--- src/rtl/evlat_pkg.sv ---
package evlat_pkg;
  localparam int DATA_W = 32;
  localparam int CNT_W  = 32;

  typedef enum logic [2:0] {
    ITEM_NONE   = 3'd0,
    ITEM_COUNT  = 3'd1,
    ITEM_SUM_HI = 3'd2,
    ITEM_SUM_LO = 3'd3,
    ITEM_SQ_HI  = 3'd4,
    ITEM_SQ_LO  = 3'd5,
    ITEM_MIN    = 3'd6,
    ITEM_MAX    = 3'd7
  } item_e;
endpackage

--- src/rtl/evlat_timer.sv ---
module evlat_timer #(
  parameter int LAT_W = 32
) (
  input  logic             clk,
  input  logic             rst_n,
  input  logic             clr,
  input  logic             ev_start,
  input  logic             ev_stop,
  output logic             meas_done,
  output logic             meas_open,
  output logic [LAT_W-1:0] meas_lat
);
  logic             open_q;
  logic [LAT_W-1:0] tmr_q;

  // completion needs an open window; clear wins over everything
  assign meas_done = open_q & ev_stop & ~clr;
  assign meas_open = open_q;
  assign meas_lat  = tmr_q;

  always_ff @(posedge clk or negedge rst_n) begin
    if (!rst_n) begin
      open_q <= 1'b0;
      tmr_q  <= '0;
    end else if (clr) begin
      open_q <= 1'b0;
      tmr_q  <= '0;
    end else if (ev_start) begin
      open_q <= 1'b1;
      tmr_q  <= LAT_W'(1);
    end else if (meas_done) begin
      open_q <= 1'b0;
      tmr_q  <= '0;
    end else if (open_q && (tmr_q != '1)) begin
      tmr_q  <= tmr_q + LAT_W'(1);
    end
  end
endmodule

--- src/rtl/evlat_accum.sv ---
module evlat_accum #(
  parameter int W    = 48,
  parameter int IN_W = 32
) (
  input  logic            clk,
  input  logic            rst_n,
  input  logic            clr,
  input  logic            add_en,
  input  logic [IN_W-1:0] add_val,
  output logic [W-1:0]    acc
);
  localparam int SW = ((W > IN_W) ? W : IN_W) + 1;

  function automatic logic [W-1:0] sat_add(input logic [W-1:0] a,
                                           input logic [IN_W-1:0] b);
    logic [SW-1:0] s;
    s = SW'(a) + SW'(b);
    if (s > SW'({W{1'b1}})) return '1;
    return W'(s);
  endfunction

  always_ff @(posedge clk or negedge rst_n) begin
    if (!rst_n)      acc <= '0;
    else if (clr)    acc <= '0;
    else if (add_en) acc <= sat_add(acc, add_val);
  end
endmodule

--- src/rtl/evlat_extreme.sv ---
module evlat_extreme #(
  parameter int LAT_W = 32
) (
  input  logic             clk,
  input  logic             rst_n,
  input  logic             clr,
  input  logic             upd_en,
  input  logic [LAT_W-1:0] lat,
  output logic [LAT_W-1:0] lat_min,
  output logic [LAT_W-1:0] lat_max
);
  always_ff @(posedge clk or negedge rst_n) begin
    if (!rst_n) begin
      lat_min <= '1;
      lat_max <= '0;
    end else if (clr) begin
      lat_min <= '1;
      lat_max <= '0;
    end else if (upd_en) begin
      if (lat < lat_min) lat_min <= lat;
      if (lat > lat_max) lat_max <= lat;
    end
  end
endmodule

--- src/rtl/evlat_readout.sv ---
module evlat_readout
  import evlat_pkg::*;
#(
  parameter int ACC_W = 48,
  parameter int LAT_W = 32
) (
  input  logic              clk,
  input  logic              rst_n,
  input  logic              rd_en,
  input  logic [2:0]        rd_idx,
  input  logic [CNT_W-1:0]  cnt,
  input  logic [ACC_W-1:0]  sum,
  input  logic [ACC_W-1:0]  sq,
  input  logic [LAT_W-1:0]  lat_min,
  input  logic [LAT_W-1:0]  lat_max,
  output logic              snap_take,
  output logic [DATA_W-1:0] rd_data
);
  // upper word: accumulator bits above 31, zero padded on the left
  function automatic logic [DATA_W-1:0] hi_word(input logic [ACC_W-1:0] v);
    return DATA_W'(64'(v) >> 32);
  endfunction

  function automatic logic [DATA_W-1:0] lo_word(input logic [ACC_W-1:0] v);
    return DATA_W'(v);
  endfunction

  item_e             sel;
  logic [ACC_W-1:0]  snap_sum, snap_sq;
  logic [LAT_W-1:0]  snap_min, snap_max;
  logic [DATA_W-1:0] nxt_word;

  assign sel       = item_e'(rd_idx);
  assign snap_take = rd_en && (sel == ITEM_COUNT);

  always_ff @(posedge clk or negedge rst_n) begin
    if (!rst_n) begin
      snap_sum <= '0;
      snap_sq  <= '0;
      snap_min <= '1;
      snap_max <= '0;
    end else if (snap_take) begin
      snap_sum <= sum;
      snap_sq  <= sq;
      snap_min <= lat_min;
      snap_max <= lat_max;
    end
  end

  always_comb begin
    case (sel)
      ITEM_COUNT:  nxt_word = DATA_W'(cnt);
      ITEM_SUM_HI: nxt_word = hi_word(snap_sum);
      ITEM_SUM_LO: nxt_word = lo_word(snap_sum);
      ITEM_SQ_HI:  nxt_word = hi_word(snap_sq);
      ITEM_SQ_LO:  nxt_word = lo_word(snap_sq);
      ITEM_MIN:    nxt_word = DATA_W'(snap_min);
      ITEM_MAX:    nxt_word = DATA_W'(snap_max);
      default:     nxt_word = '0;
    endcase
  end

  always_ff @(posedge clk or negedge rst_n) begin
    if (!rst_n)     rd_data <= '0;
    else if (rd_en) rd_data <= nxt_word;
  end
endmodule

--- src/rtl/evlat_stats.sv ---
module evlat_stats
  import evlat_pkg::*;
#(
  parameter int ACC_W = 48,
  parameter int LAT_W = 32
) (
  input  logic        clk,
  input  logic        rst_n,
  input  logic        clr,
  input  logic        ev_start,
  input  logic        ev_stop,
  input  logic        rd_en,
  input  logic [2:0]  rd_idx,
  output logic [31:0] rd_data
);
  localparam int SQ_W = 2 * LAT_W;

  function automatic logic [SQ_W-1:0] lat_square(input logic [LAT_W-1:0] x);
    return SQ_W'(x) * SQ_W'(x);
  endfunction

  // named internal events, observed by the bound checker
  logic             meas_done;
  logic             meas_open;
  logic [LAT_W-1:0] meas_lat;
  logic [SQ_W-1:0]  meas_sq;
  logic             snap_take;
  logic [CNT_W-1:0] cnt_q;
  logic [ACC_W-1:0] sum_q, sq_q;
  logic [LAT_W-1:0] min_q, max_q;

  assign meas_sq = lat_square(meas_lat);

  evlat_timer #(.LAT_W(LAT_W)) u_timer (
    .clk(clk), .rst_n(rst_n), .clr(clr),
    .ev_start(ev_start), .ev_stop(ev_stop),
    .meas_done(meas_done), .meas_open(meas_open), .meas_lat(meas_lat)
  );

  evlat_accum #(.W(CNT_W), .IN_W(1)) u_cnt (
    .clk(clk), .rst_n(rst_n), .clr(clr),
    .add_en(meas_done), .add_val(1'b1), .acc(cnt_q)
  );

  evlat_accum #(.W(ACC_W), .IN_W(LAT_W)) u_sum (
    .clk(clk), .rst_n(rst_n), .clr(clr),
    .add_en(meas_done), .add_val(meas_lat), .acc(sum_q)
  );

  evlat_accum #(.W(ACC_W), .IN_W(SQ_W)) u_sq (
    .clk(clk), .rst_n(rst_n), .clr(clr),
    .add_en(meas_done), .add_val(meas_sq), .acc(sq_q)
  );

  evlat_extreme #(.LAT_W(LAT_W)) u_ext (
    .clk(clk), .rst_n(rst_n), .clr(clr),
    .upd_en(meas_done), .lat(meas_lat),
    .lat_min(min_q), .lat_max(max_q)
  );

  evlat_readout #(.ACC_W(ACC_W), .LAT_W(LAT_W)) u_rd (
    .clk(clk), .rst_n(rst_n),
    .rd_en(rd_en), .rd_idx(rd_idx),
    .cnt(cnt_q), .sum(sum_q), .sq(sq_q),
    .lat_min(min_q), .lat_max(max_q),
    .snap_take(snap_take), .rd_data(rd_data)
  );
endmodule

--- config.mk ---
export PLATFORM = sky130hd
export DESIGN_NAME = evlat_stats
export DESIGN_NICKNAME = d
export VERILOG_FILES = /design/src/rtl/evlat_pkg.sv /design/src/rtl/evlat_timer.sv /design/src/rtl/evlat_accum.sv /design/src/rtl/evlat_extreme.sv /design/src/rtl/evlat_readout.sv /design/src/rtl/evlat_stats.sv
export SDC_FILE = /design/constraint.sdc
export NUM_CORES = 2
export LEC_CHECK = 0
export BUFFER_PORTS_ARGS = -buffer_cell sky130_fd_sc_hd__buf_2
export CORE_MARGIN = 4
export CORE_UTILIZATION = 67
export CTS_CLUSTER_DIAMETER = 60
export CTS_CLUSTER_SIZE = 10
export DETAILED_ROUTE_END_ITERATION = 12
export HOLD_SLACK_MARGIN = 0.02
export MAX_ROUTING_LAYER = met4
export PLACE_DENSITY = 0.94
export SLEW_MARGIN = 20
export SYNTH_ARGS = -nofsm -noshare
export SYNTH_HDL_FRONTEND = slang
export SYNTH_HIERARCHICAL = 1
export SYNTH_SLANG_ARGS = --single-unit
--- constraint.sdc ---
create_clock -name clk -period 13.2 [get_ports clk]
set_clock_uncertainty 0.15 [all_clocks]
set_input_delay 3.96 -clock clk [delete_from_list [all_inputs] [get_ports clk]]
set_output_delay 3.96 -clock clk [all_outputs]
set_load 0.1 [all_outputs]
==> metrics.cfg <==
[global_route]
grt_antenna_before_repair=14
grt.overflow.total=0
grt.total_usage_pct=40.1
wire_length_of_the_first_global_routing_pass_mm=274
vias_in_the_first_global_route=49979
largest_net_degree_at_the_start_of_global_routing=178

[placement]
numPortBuffers=40
gp_congestion=1.01
dpl.hpwl_mm=132
dpl_cell_area_mm2=0.0578
place_worst_setup_slack_ns=1.19

[logic_synthesis]
seq_area_frac_synth_pct=18.5
ys_top_cells_by_area=fa_1 (28%), dfrtp_1 (16%), ha_1 (9.8%)
postSynthRegisterBits=417
post_synth.cell_area_avg_um2=9.41
postSynth.asyncResetShare_pct=100
post_synth_inst_count=6055
synth_enable_flop_cells=0
ys_dominant_reg_cell=dfrtp_1
post-synth-top-area-fraction_pct=27.9
syn_area_mm2=0.0570
synth.distinct_cells=117
synthesis.yosys.warnings=6
synthDominantAreaCellType=fa_1

[power_and_ir_drop]
pwr_density_cell_mw_per_mm2=51.9
internal_power_mw=2.23
switching_power_mw=0.853
total_leakage_power_nw=30.3
ir_worst_vdd_uv=98.5
proportion_of_power_drawn_by_flip_flops_and_latches_pct=45.4
power_frac_clock_pct=43.6
netSwitchingFraction_pct=27.7
comb_power_share_pct=11.0

[sta]
fin_worst_hold_slack_ns=0.338
final.period_utilization_pct=93.2
max_slew_margin_pct=24.6
clock.fmax_mhz=81.3
setup_repair_after_global_routing_missed_its_margin=false
max_slew.worst_pin.slew_ns=1.13
report.final.hold_viol_count=0
finalSetupViolations=0
timing.final.max_slew_violations=0
post-route-min-period_ns=12.31
setup_tns_ns=0
timing.final.ws_setup_ns=0.894

[clock_tree]
holdBufCountCts=0
clock_tree.buffer_depth=3
clock_tree_from_tritoncts=yes
post_cts_buffers=0
cts.reportedPaths.clkPinSlew_ns=0.06
cts-resized-gates=0
worstSkewPairLatency_ns=0.61
cts_root_buf=clkbuf_16
htreeDepth=2
clock-sinks=417
cts_made_buffers=49

[worst_setup_path]
crit-reg2reg-capture=u_sq/acc[1]
critical_path.slowest_cell=dfrtp_2
critical_path_class=flip-flop to flip-flop
cpMostUsedCell=fa_1
rr_startpoint=u_timer/meas_lat[14]
worst_setup_path_start_kind=flip-flop
reg2reg_slack_ns=0.89
critical_path_capture_point_type=flip-flop
highest_cell_delay_on_the_worst_timing_path_ns=0.84
reg2reg_depth=36
timing.critical_path.fanout_max=47
worstSetupEndpoint=u_sq/acc[1]
crit_path_start=u_timer/meas_lat[14]
timing.critical_path.arrival_ns=12.57
worst-endpoint-required_ns=13.46

[detailed_routing]
vias=46441
drt_first_iter_violations=5605
detail_route.wl_per_cell_um=24.4
drt_first_pass_iters=9
drt.antenna.violating_nets=0
postRouteWirelength_mm=174
drc=0
via_per_inst=6.53

[min_path]
timing.hold.worst.start=u_ext/lat_min[28]
worst_hold_path_type=flip-flop to flip-flop

[final_layout]
most_frequent_cells_in_the_layout=inv_1 (1144), fa_1 (795), nand2_1 (479)
finish.net_count=7168
post-route-util_pct=70.7
final_common_cell=inv_1
syn_to_final_growth_pct=4.20
drive_gt1_share_pct=9.01
design_area_mm2=0.0594

[run]
maxCapViolations=0

[die]
die_width_um=300
floorplan.io_pins=41
initial_utilization_pct=67.9
standard_cell_core_area_mm2=0.0840
cell_rows=106
die_area_mm2=0.0898
floorplan.die.height_um=300

[run_status]
outcome=complete, no violations

## per-stage QoR
step,cells,total power [mW]
2_1_floorplan,6057,1.63
3_3_place_gp,7002,1.73
3_5_place_dp,7002,1.74
4_1_cts,7093,3.07
5_1_grt,7112,3.16
6_report,7115,3.08
## worst min-delay path by stage
stage | slack [ns] | end | cells past startpoint
after global placement | 0.32 | u_ext/lat_min[26] | 2
after global routing | 0.36 | u_ext/lat_min[1] | 2
final | 0.34 | u_ext/lat_min[28] | 2
after CTS | 0.34 | u_ext/lat_min[1] | 2
after detailed placement | 0.33 | u_ext/lat_min[4] | 2
after floorplan | 0.31 | u_ext/lat_min[10] | 2
## final cells by class
| type | instances | area (um2) |
|---|---|---|
| Antenna cell | 22 | 55.1 |
| Clock buffer | 85 | 1400 |
| Clock inverter | 6 | 135 |
| Fill cell | 5649 | 24600 |
| Inverter | 1147 | 4310 |
| Multi-Input combinational cell | 4198 | 40800 |
| Sequential cell | 417 | 10500 |
| Tap cell | 1134 | 1420 |
| Timing Repair Buffer | 106 | 728 |
## critical path, delay by kind of cell (launching register included)
| family | cells | cell delay, ns |
|---|---|---|
| adders and majority gates | 9 | 4.35 |
| DFF | 1 | 0.84 |
| xor gates and xnor gates | 2 | 0.92 |
| buffers and inverters | 7 | 0.82 |
| AOI/OAI and AO/OA | 8 | 2.15 |
| and+or+nand+nor | 10 | 2.81 |
## metal layers
metal	GRT usage [%]	vias to the layer above	share of wire, %
met5	-	-	0
met4	21.0	0	6.4
met3	12.4	892	12
met2	61.7	3157	46
met1	47.7	22897	35
li1	-	19495	-
## kinds of logic after synthesis
family | share of synthesized area [%]
flops | 18.5
xor+xnor | 2.95
other cells | 0.0132
simple gates | 13.6
buf+inv | 10.1
mux | 5.43
compound gates | 11.8
fa+ha+maj | 37.7
## registers in the layout (all words and copies together), names as in the netlist
signal / count
u_sum/acc: 48
u_rd/snap_min: 32
u_rd/rd_data: 32
u_timer/meas_open: 1
u_rd/snap_sq: 48
u_cnt/acc: 32
u_sq/acc: 48
u_ext/lat_max: 32
u_ext/lat_min: 32
u_timer/meas_lat: 32
u_rd/snap_max: 32
u_rd/snap_sum: 48
## Yosys cell counts (all sizes together), types with 24 or more instances
cell and count:
nor4 27, and2 253, xor2 90, clkbuf 196, and3 36, a311oi 28
mux2i 78, buf 99, dfrtp 353, inv 1145, a21oi 256, ha 445
o21ai 166, nor2b 32, o21a 24, nand3 84, a211oi 87, nand4 85
nand2 479, nand2b 87, mux2 176, a21o 62, nor3 74, o22ai 27
dfstp 64, fa 795, a31oi 68, xnor2 102, nor2 282
## power groups by stage
stage	clock network (mW)	registers, mW	logic [mW]
finish	1.35	1.40	0.339
global route	1.40	1.40	0.357
CTS	1.34	1.39	0.331
detailed placement	0	1.41	0.328
global placement	0	1.41	0.319
floorplan	0	1.45	0.180
Note: power is estimated with default switching activity, not from simulation.
